[config.mk]
export PLATFORM = sky130hd
export DESIGN_NAME = ddr2_bringup_seq
export DESIGN_NICKNAME = d
export VERILOG_FILES = /design/src/rtl/ddr2_bringup_pkg.sv /design/src/rtl/ddr2_bringup_steps.sv /design/src/rtl/ddr2_bringup_poll.sv /design/src/rtl/ddr2_bringup_seq.sv
export SDC_FILE = /design/constraint.sdc
export NUM_CORES = 1
export LEC_CHECK = 0
export BUFFER_PORTS_ARGS = -buffer_cell sky130_fd_sc_hd__buf_2
export CAP_MARGIN = 20
export CORE_ASPECT_RATIO = 1.1
export CORE_MARGIN = 3
export CORE_UTILIZATION = 55
export CTS_CLUSTER_DIAMETER = 150
export DETAILED_ROUTE_END_ITERATION = 16
export PLACE_DENSITY = 0.89
export SYNTH_ARGS = -nofsm -noshare
export SYNTH_HDL_FRONTEND = slang
export SYNTH_SLANG_ARGS = --single-unit
[constraint.sdc]
create_clock -name clk -period 6 [get_ports clk]
set_input_delay 0.3 -clock clk [delete_from_list [all_inputs] [get_ports clk]]
set_output_delay 0.3 -clock clk [all_outputs]
set_load 0.005 [all_outputs]
[src/rtl/ddr2_bringup_pkg.sv]
package ddr2_bringup_pkg;

  localparam int DATA_W = 32;

  // register byte offsets inside the controller window
  localparam logic [7:0] OFF_PHY_A   = 8'h00;
  localparam logic [7:0] OFF_PHY_B   = 8'h04;
  localparam logic [7:0] OFF_PHY_ST  = 8'h08;
  localparam logic [7:0] OFF_REFCTL  = 8'h10;
  localparam logic [7:0] OFF_MEMCTL  = 8'h14;
  localparam logic [7:0] OFF_CFG0    = 8'h18;
  localparam logic [7:0] OFF_CFG1    = 8'h1C;
  localparam logic [7:0] OFF_PRECH   = 8'h20;
  localparam logic [7:0] OFF_AREF    = 8'h24;
  localparam logic [7:0] OFF_TROW    = 8'h28;
  localparam logic [7:0] OFF_TDATA   = 8'h2C;
  localparam logic [7:0] OFF_TPWR    = 8'h30;
  localparam logic [7:0] OFF_DCMD    = 8'h34;
  localparam logic [7:0] OFF_PWRDN   = 8'h38;

  localparam int CMDS_PER_RANK = 12;
  localparam int FIRST_CMD_STEP = 15;  // steps before the direct commands
  localparam int TAIL_STEPS = 3;

  typedef enum logic [2:0] {
    ST_IDLE,
    ST_ISSUE,
    ST_RDWAIT,
    ST_DONE,
    ST_ERR
  } seq_state_e;

  typedef enum logic [3:0] {
    CMD_MODE  = 4'h0,
    CMD_PALL  = 4'h1,
    CMD_AREF  = 4'h5,
    CMD_DESEL = 4'h7
  } dcmd_e;

  // refresh interval: ceiling of 7.8 us times the clock in MHz
  function automatic logic [DATA_W-1:0] aref_count_f(input int mhz);
    return DATA_W'((mhz * 78 + 9) / 10);
  endfunction

  function automatic logic lock_seen_f(input logic [DATA_W-1:0] st);
    return &st[2:0];
  endfunction

  // forced-lock control word from the captured PHY status
  function automatic logic [DATA_W-1:0] lock_word_f(input logic [DATA_W-1:0] st);
    logic [DATA_W-1:0] code;
    code = st & 32'h0000_3FC0;
    return (code << 18) | 32'h0010_0000 | 32'h0000_1000 | 32'h0000_0003;
  endfunction

  function automatic logic [DATA_W-1:0] dcmd_word_f(input dcmd_e cmd, input logic chip,
                                                    input logic [2:0] mr,
                                                    input logic [15:0] val);
    return {4'h0, cmd, 3'b000, chip, 1'b0, mr, val};
  endfunction

  // k-th command of the per-rank DDR2 initialisation list
  function automatic logic [DATA_W-1:0] rank_cmd_f(input logic [7:0] k, input logic chip);
    case (k)
      8'd0:    return dcmd_word_f(CMD_DESEL, chip, 3'd0, 16'h0000);
      8'd1:    return dcmd_word_f(CMD_PALL,  chip, 3'd0, 16'h0000);
      8'd2:    return dcmd_word_f(CMD_MODE,  chip, 3'd2, 16'h0000);
      8'd3:    return dcmd_word_f(CMD_MODE,  chip, 3'd3, 16'h0000);
      8'd4:    return dcmd_word_f(CMD_MODE,  chip, 3'd1, 16'h0400);
      8'd5:    return dcmd_word_f(CMD_MODE,  chip, 3'd0, 16'h0542);
      8'd6:    return dcmd_word_f(CMD_PALL,  chip, 3'd0, 16'h0000);
      8'd7:    return dcmd_word_f(CMD_AREF,  chip, 3'd0, 16'h0000);
      8'd8:    return dcmd_word_f(CMD_AREF,  chip, 3'd0, 16'h0000);
      8'd9:    return dcmd_word_f(CMD_MODE,  chip, 3'd0, 16'h0442);
      8'd10:   return dcmd_word_f(CMD_MODE,  chip, 3'd1, 16'h0780);
      default: return dcmd_word_f(CMD_MODE,  chip, 3'd1, 16'h0400);
    endcase
  endfunction

endpackage

[src/rtl/ddr2_bringup_steps.sv]
module ddr2_bringup_steps
  import ddr2_bringup_pkg::*;
#(
  parameter int ADDR_W = 8,
  parameter int NUM_RANKS = 2,
  parameter int CLK_MHZ = 200,
  parameter logic [31:0] MEMCTL_VAL = 32'h0020_2400,
  parameter logic [31:0] MEMCFG0_VAL = 32'h20F0_1323,
  parameter logic [31:0] MEMCFG1_VAL = 32'h30F0_0312,
  parameter logic [31:0] TROW_VAL = 32'h2823_3287,
  parameter logic [31:0] TDATA_VAL = 32'h2324_0304,
  parameter logic [31:0] TPWR_VAL = 32'h09C8_0232,
  localparam int NUM_STEPS = FIRST_CMD_STEP + NUM_RANKS * CMDS_PER_RANK + TAIL_STEPS,
  localparam int STEP_W = $clog2(NUM_STEPS)
) (
  input  logic [STEP_W-1:0] step_i,
  input  logic [DATA_W-1:0] lock_word_i,
  output logic              rd_o,
  output logic              last_o,
  output logic [ADDR_W-1:0] addr_o,
  output logic [DATA_W-1:0] data_o
);

  localparam int TAIL_START = FIRST_CMD_STEP + NUM_RANKS * CMDS_PER_RANK;

  logic [STEP_W-1:0] cmd_off;
  logic [STEP_W-1:0] cmd_rank;
  logic [STEP_W-1:0] cmd_k;
  logic [DATA_W-1:0] rank_word [NUM_RANKS];
  logic [DATA_W-1:0] rank_sel;

  assign cmd_off  = step_i - STEP_W'(FIRST_CMD_STEP);
  assign cmd_rank = cmd_off / STEP_W'(CMDS_PER_RANK);
  assign cmd_k    = cmd_off % STEP_W'(CMDS_PER_RANK);

  for (genvar r = 0; r < NUM_RANKS; r++) begin : g_rank
    assign rank_word[r] = rank_cmd_f(8'(cmd_k), 1'(r));
  end

  always_comb begin
    rank_sel = '0;
    for (int r = 0; r < NUM_RANKS; r++) begin
      if (cmd_rank == STEP_W'(r)) rank_sel = rank_word[r];
    end
  end

  assign last_o = (step_i == STEP_W'(NUM_STEPS - 1));

  always_comb begin
    rd_o   = 1'b0;
    addr_o = '0;
    data_o = '0;
    if (step_i < STEP_W'(FIRST_CMD_STEP)) begin
      case (step_i)
        STEP_W'(0):  begin addr_o = ADDR_W'(OFF_PHY_A);  data_o = 32'h0010_1000; end
        STEP_W'(1):  begin addr_o = ADDR_W'(OFF_PHY_B);  data_o = 32'h0000_0086; end
        STEP_W'(2):  begin addr_o = ADDR_W'(OFF_PHY_A);  data_o = 32'h0010_1002; end
        STEP_W'(3):  begin addr_o = ADDR_W'(OFF_PHY_A);  data_o = 32'h0010_1003; end
        STEP_W'(4):  begin addr_o = ADDR_W'(OFF_PHY_ST); rd_o = 1'b1; end
        STEP_W'(5):  begin addr_o = ADDR_W'(OFF_PHY_A);  data_o = lock_word_i; end
        STEP_W'(6):  begin addr_o = ADDR_W'(OFF_REFCTL); data_o = 32'h0FFF_2010; end
        STEP_W'(7):  begin addr_o = ADDR_W'(OFF_MEMCTL); data_o = MEMCTL_VAL; end
        STEP_W'(8):  begin addr_o = ADDR_W'(OFF_CFG0);   data_o = MEMCFG0_VAL; end
        STEP_W'(9):  begin addr_o = ADDR_W'(OFF_CFG1);   data_o = MEMCFG1_VAL; end
        STEP_W'(10): begin addr_o = ADDR_W'(OFF_PRECH);  data_o = 32'hFF00_0000; end
        STEP_W'(11): begin addr_o = ADDR_W'(OFF_AREF);   data_o = aref_count_f(CLK_MHZ); end
        STEP_W'(12): begin addr_o = ADDR_W'(OFF_TROW);   data_o = TROW_VAL; end
        STEP_W'(13): begin addr_o = ADDR_W'(OFF_TDATA);  data_o = TDATA_VAL; end
        default:     begin addr_o = ADDR_W'(OFF_TPWR);   data_o = TPWR_VAL; end
      endcase
    end else if (step_i < STEP_W'(TAIL_START)) begin
      addr_o = ADDR_W'(OFF_DCMD);
      data_o = rank_sel;
    end else if (step_i == STEP_W'(TAIL_START)) begin
      addr_o = ADDR_W'(OFF_REFCTL);
      data_o = 32'h0FF0_2030;
    end else if (step_i == STEP_W'(TAIL_START + 1)) begin
      addr_o = ADDR_W'(OFF_PWRDN);
      data_o = 32'hFFFF_00FF;
    end else begin
      addr_o = ADDR_W'(OFF_MEMCTL);
      data_o = MEMCTL_VAL;
    end
  end

endmodule

[src/rtl/ddr2_bringup_poll.sv]
module ddr2_bringup_poll
  import ddr2_bringup_pkg::*;
#(
  parameter int POLL_W = 16
) (
  input  logic              clk,
  input  logic              rst_n,
  input  logic              clear_i,
  input  logic              rd_done_i,
  input  logic [DATA_W-1:0] rdata_i,
  input  logic [POLL_W-1:0] limit_i,
  output logic              lock_hit_o,
  output logic              timeout_hit_o,
  output logic [DATA_W-1:0] lock_word_o
);

  logic [POLL_W-1:0] miss_q;
  logic [POLL_W:0]   miss_next;
  logic              locked;

  assign locked        = lock_seen_f(rdata_i);
  assign miss_next     = {1'b0, miss_q} + 1'b1;
  assign lock_hit_o    = rd_done_i && locked;
  assign timeout_hit_o = rd_done_i && !locked && (miss_next >= {1'b0, limit_i});

  always_ff @(posedge clk or negedge rst_n) begin
    if (!rst_n) begin
      miss_q      <= '0;
      lock_word_o <= '0;
    end else if (clear_i) begin
      miss_q <= '0;
    end else if (rd_done_i) begin
      if (locked) lock_word_o <= lock_word_f(rdata_i);
      else        miss_q <= miss_next[POLL_W-1:0];
    end
  end

endmodule

[src/rtl/ddr2_bringup_seq.sv]
module ddr2_bringup_seq
  import ddr2_bringup_pkg::*;
#(
  parameter int ADDR_W = 8,
  parameter int POLL_W = 16,
  parameter int NUM_RANKS = 2,
  parameter int CLK_MHZ = 200,
  parameter logic [31:0] MEMCTL_VAL = 32'h0020_2400,
  parameter logic [31:0] MEMCFG0_VAL = 32'h20F0_1323,
  parameter logic [31:0] MEMCFG1_VAL = 32'h30F0_0312,
  parameter logic [31:0] TROW_VAL = 32'h2823_3287,
  parameter logic [31:0] TDATA_VAL = 32'h2324_0304,
  parameter logic [31:0] TPWR_VAL = 32'h09C8_0232
) (
  input  logic              clk,
  input  logic              rst_n,
  input  logic              start_i,
  input  logic [POLL_W-1:0] poll_limit_i,
  output logic              bus_req_o,
  output logic              bus_we_o,
  output logic [ADDR_W-1:0] bus_addr_o,
  output logic [31:0]       bus_wdata_o,
  input  logic              bus_ready_i,
  input  logic              bus_rvalid_i,
  input  logic [31:0]       bus_rdata_i,
  output logic              busy_o,
  output logic              done_o,
  output logic              err_o
);

  localparam int NUM_STEPS = FIRST_CMD_STEP + NUM_RANKS * CMDS_PER_RANK + TAIL_STEPS;
  localparam int STEP_W = $clog2(NUM_STEPS);

  seq_state_e        state_q;
  logic [STEP_W-1:0] step_q;
  logic              step_rd;
  logic              step_last;
  logic [ADDR_W-1:0] step_addr;
  logic [DATA_W-1:0] step_data;
  logic [DATA_W-1:0] lock_word;

  // named internal events, observed by the checker
  logic launch;
  logic rd_done;
  logic lock_hit;
  logic timeout_hit;
  logic xfer;

  assign busy_o  = (state_q == ST_ISSUE) || (state_q == ST_RDWAIT);
  assign done_o  = (state_q == ST_DONE);
  assign err_o   = (state_q == ST_ERR);
  assign launch  = start_i && !busy_o;
  assign rd_done = (state_q == ST_RDWAIT) && bus_rvalid_i;
  assign xfer    = bus_req_o && bus_ready_i;

  assign bus_req_o   = (state_q == ST_ISSUE);
  assign bus_we_o    = !step_rd;
  assign bus_addr_o  = step_addr;
  assign bus_wdata_o = step_rd ? '0 : step_data;

  ddr2_bringup_steps #(
    .ADDR_W(ADDR_W), .NUM_RANKS(NUM_RANKS), .CLK_MHZ(CLK_MHZ),
    .MEMCTL_VAL(MEMCTL_VAL), .MEMCFG0_VAL(MEMCFG0_VAL), .MEMCFG1_VAL(MEMCFG1_VAL),
    .TROW_VAL(TROW_VAL), .TDATA_VAL(TDATA_VAL), .TPWR_VAL(TPWR_VAL)
  ) u_steps (
    .step_i(step_q),
    .lock_word_i(lock_word),
    .rd_o(step_rd),
    .last_o(step_last),
    .addr_o(step_addr),
    .data_o(step_data)
  );

  ddr2_bringup_poll #(.POLL_W(POLL_W)) u_poll (
    .clk(clk),
    .rst_n(rst_n),
    .clear_i(launch),
    .rd_done_i(rd_done),
    .rdata_i(bus_rdata_i),
    .limit_i(poll_limit_i),
    .lock_hit_o(lock_hit),
    .timeout_hit_o(timeout_hit),
    .lock_word_o(lock_word)
  );

  always_ff @(posedge clk or negedge rst_n) begin
    if (!rst_n) begin
      state_q <= ST_IDLE;
      step_q  <= '0;
    end else begin
      case (state_q)
        ST_ISSUE: begin
          if (xfer) begin
            if (step_rd)        state_q <= ST_RDWAIT;
            else if (step_last) state_q <= ST_DONE;
            else                step_q  <= step_q + 1'b1;
          end
        end
        ST_RDWAIT: begin
          if (lock_hit) begin
            state_q <= ST_ISSUE;
            step_q  <= step_q + 1'b1;
          end else if (timeout_hit) begin
            state_q <= ST_ERR;
          end else if (rd_done) begin
            state_q <= ST_ISSUE;
          end
        end
        default: begin
          if (launch) begin
            state_q <= ST_ISSUE;
            step_q  <= '0;
          end
        end
      endcase
    end
  end

endmodule

==> results.py <==
metrics = {
    "outcome": {
        "outcome": "finished clean",
    },
    "global_routing": {
        "grtUsageMet2_pct": 47.6,
        "antenna_found_initial": 0,
        "grt_max_degree": 37,
        "first_global_vias": 4026,
        "grtUsageTotal_pct": 28.1,
        "met1_usage_pct": 36.0,
        "met3_usage_pct": 3.86,
        "grt_pass1_wl_um": 18800,
        "overflow": 0,
        "busiest_layer": "met2",
    },
    "synth": {
        "yosysSeqAreaShare_pct": 21.8,
        "ys_types": 68,
        "netlist.area_leader.share_pct": 21.8,
        "synthTopCellsByArea": "dfrtp_1 (22%), ha_1 (8.0%), nand2_1 (5.5%)",
        "synthArstFlopShare_pct": 100,
        "postSynthCellCount": 534,
        "ys_warn_count": 0,
        "avgSynthCellArea_sq_um": 7.30,
        "synth-seq-cells": 34,
        "synth_edf_count": 0,
        "synth.largest_area_cell": "dfrtp_1",
        "synth_ff_type": "dfrtp_1",
        "synth_area_sq_um": 3900,
        "yosys-top-cells-count": "nand2_1 (57), a21oi_1 (42), nor2_1 (41), o21ai_0 (41), dfrtp_1 (34)",
        "synth.most_common_cell": "nand2_1",
    },
    "clock_tree": {
        "cts_resized": 0,
        "cts_buffers": 5,
        "cts_setup_buffers": 0,
        "cts_tree": "yes",
        "clock_latency_ns": 0.29,
        "hold_buffers": 0,
        "clock_sink_count": 34,
        "htree_levels": 2,
        "cts_root_buf": "clkbuf_8",
        "cts_buffer_depth": 2,
        "clk_pin_slew_ns": 0.08,
    },
    "setup_path": {
        "cp.arrival_ns": 5.04,
        "worstSetupStartpoint": "step_q[0]",
        "critPathKind": "flip-flop to output port",
        "crit_path_end_kind": "output port",
        "worstPathMaxFanout": 29,
        "r2r-start": "u_poll.miss_q[0]",
        "startpoint_type": "flip-flop",
        "crit_required_ns": 5.70,
    },
    "sta": {
        "fmaxAchievable_ghz": 0.187,
        "drv_slew": 0,
        "max_slew_margin_pct": 45.4,
        "finalSetupViolCount": 0,
        "rsz0062_at_grt": "no",
        "finalSetupTns_ns": 0,
        "finalCritPeriodShare_pct": 89.0,
        "finalHoldViolations": 0,
        "finalCriticalPeriod_ns": 5.34,
        "fin_skew_ns": 0.00870,
        "worstMarginPinSlew_ns": 0.819,
    },
    "hold_path": {
        "hold_path_class": "primary input to asynchronous set/reset pin",
    },
    "power": {
        "power_frac_seq_pct": 20.5,
        "sw_frac_of_total_pct": 48.0,
        "intPower_mw": 0.787,
        "leakagePower_nw": 2.31,
        "ir_worst_vdd_uv": 225,
        "clockPowerShare_pct": 16.8,
        "powerDensity_nw_per_um2": 348,
        "p_comb_share_pct": 62.7,
        "p_switching_mw": 0.727,
    },
    "route": {
        "drc": 0,
        "wirelength_um": 11500,
        "routedWlPerCell_um": 17.4,
        "detail-route-antenna-nets": 0,
        "firstDrtPassIters": 5,
        "via_count": 4327,
        "viasPerCell": 6.51,
        "drt_iter0_markers": 486,
    },
    "floorplanning": {
        "core_sq_um": 6710,
        "rows": 31,
        "die_w_um": 86.3,
        "start_util_pct": 58.1,
        "ioPinCount": 98,
        "die_h_um": 94.3,
        "die_area_sq_um": 8130,
    },
    "layout": {
        "fill_cells": 560,
        "final_util_pct": 64.8,
        "area_delta_synth_final_pct": 11.6,
        "register_area_sq_um": 851,
        "multi_input_area_sq_um": 2750,
        "num-nets-final": 660,
        "drive_gt1_share_pct": 17.3,
        "antenna_cells": 0,
    },
    "job": {
        "drv_cap": 0,
    },
    "placed_design": {
        "gp_congestion": 0.950,
        "port_buffers": 69,
        "hpwlAfterDp_um": 8430,
    },
}
==> layer usage <==
layer	vias to the layer above	part of all wire (%)
li1	2012	-
met1	2008	40
met2	260	49
met3	47	8.0
met4	0	3.2
met5	-	0
==> worst paths after layout <==
check | endpoint | slack, ns | cells after the start
max reg2reg | state_q[0] | 2.56 | 14
min in group clk | step_q[5] | 0.24 | 2
max | bus_wdata_o[24] | 0.66 | 18
max in group asynchronous | u_poll.lock_word_o[20] | 5.42 | 1
min reg2reg | u_poll.lock_word_o[28] | 0.52 | 1
min | u_poll.miss_q[2] | 0.08 | 1
==> flip-flops by register name (all words and copies together), names as in the netlist <==
register / flops
state_q: 3
step_q: 6
u_poll.lock_word_o: 9
u_poll.miss_q: 16
==> cell families after synthesis <==
family / Yosys count / synth area share (%)
buf+inv: 71 / 8.28
xor+xnor: 21 / 4.72
simple gates: 205 / 26.5
fa+ha+maj: 25 / 8.03
compound gates: 168 / 28.0
mux: 9 / 2.57
other cells: 1 / 0.0962
flops: 34 / 21.8
==> power by group through the flow <==
stage / logic, mW / clock network, mW / registers, mW
after floorplan: 0.662 / 0 / 0.280
after global placement: 0.891 / 0 / 0.307
after detailed placement: 0.913 / 0 / 0.311
after CTS: 0.920 / 0.257 / 0.308
after global routing: 1.04 / 0.267 / 0.314
final: 0.949 / 0.255 / 0.310
==> cells in the final DEF (no fill, tap or decap), drive strengths merged, types with 17 or more instances in the layout <==
| master | count |
|---|---|
| buf | 76 |
| nand2 | 57 |
| o21ai | 47 |
| a21oi | 42 |
| nor2 | 41 |
| dfrtp | 34 |
| inv | 30 |
| nand3 | 29 |
| ha | 25 |
| and3 | 17 |
==> stage by stage <==
| step | worst slack, ns | instance area, sq um | hold slack, ns | total power [mW] | cells |
|---|---|---|---|---|---|
| 2_1_floorplan | 1.48 | 3920 | 0.00441 | 0.942 | 540 |
| 3_3_place_gp | 1.21 | 4190 | 0.403 | 1.20 | 655 |
| 4_1_cts | 0.620 | 4330 | 0.0994 | 1.48 | 663 |
| 5_1_grt | 0.0585 | 4350 | 0.115 | 1.63 | 665 |
| 3_5_place_dp | 0.950 | 4190 | 0.408 | 1.22 | 655 |
| 6_report | 0.660 | 4350 | 0.0801 | 1.51 | 665 |
==> critical path, stage by stage (launching register included) <==
cell and delay (ns):
dfrtp_1 0.57, ha_1 0.31, buf_4 0.23, nor4_1 0.28, a21oi_1 0.07, o21ai_0 0.32, ha_1 0.38, nand3b_1 0.12
a21oi_1 0.09, a2111oi_1 0.59, mux2i_1 0.25, nand2_1 0.10, o21ai_0 0.09, ha_1 0.33, a311oi_1 0.05, o21bai_1 0.17
or4b_1 0.52, a21oi_1 0.14, buf_2 0.12
==> area by class of cell <==
type | count | share of cell area [%]
clock inverter | 3 | 1.58
tap | 82 | 2.36
inverter | 30 | 2.59
timing repair buffer | 76 | 9.15
clock buffer | 5 | 1.58
sequential | 34 | 19.6
multi-input combinational | 435 | 63.2
Power figures use the tool's default switching activity.
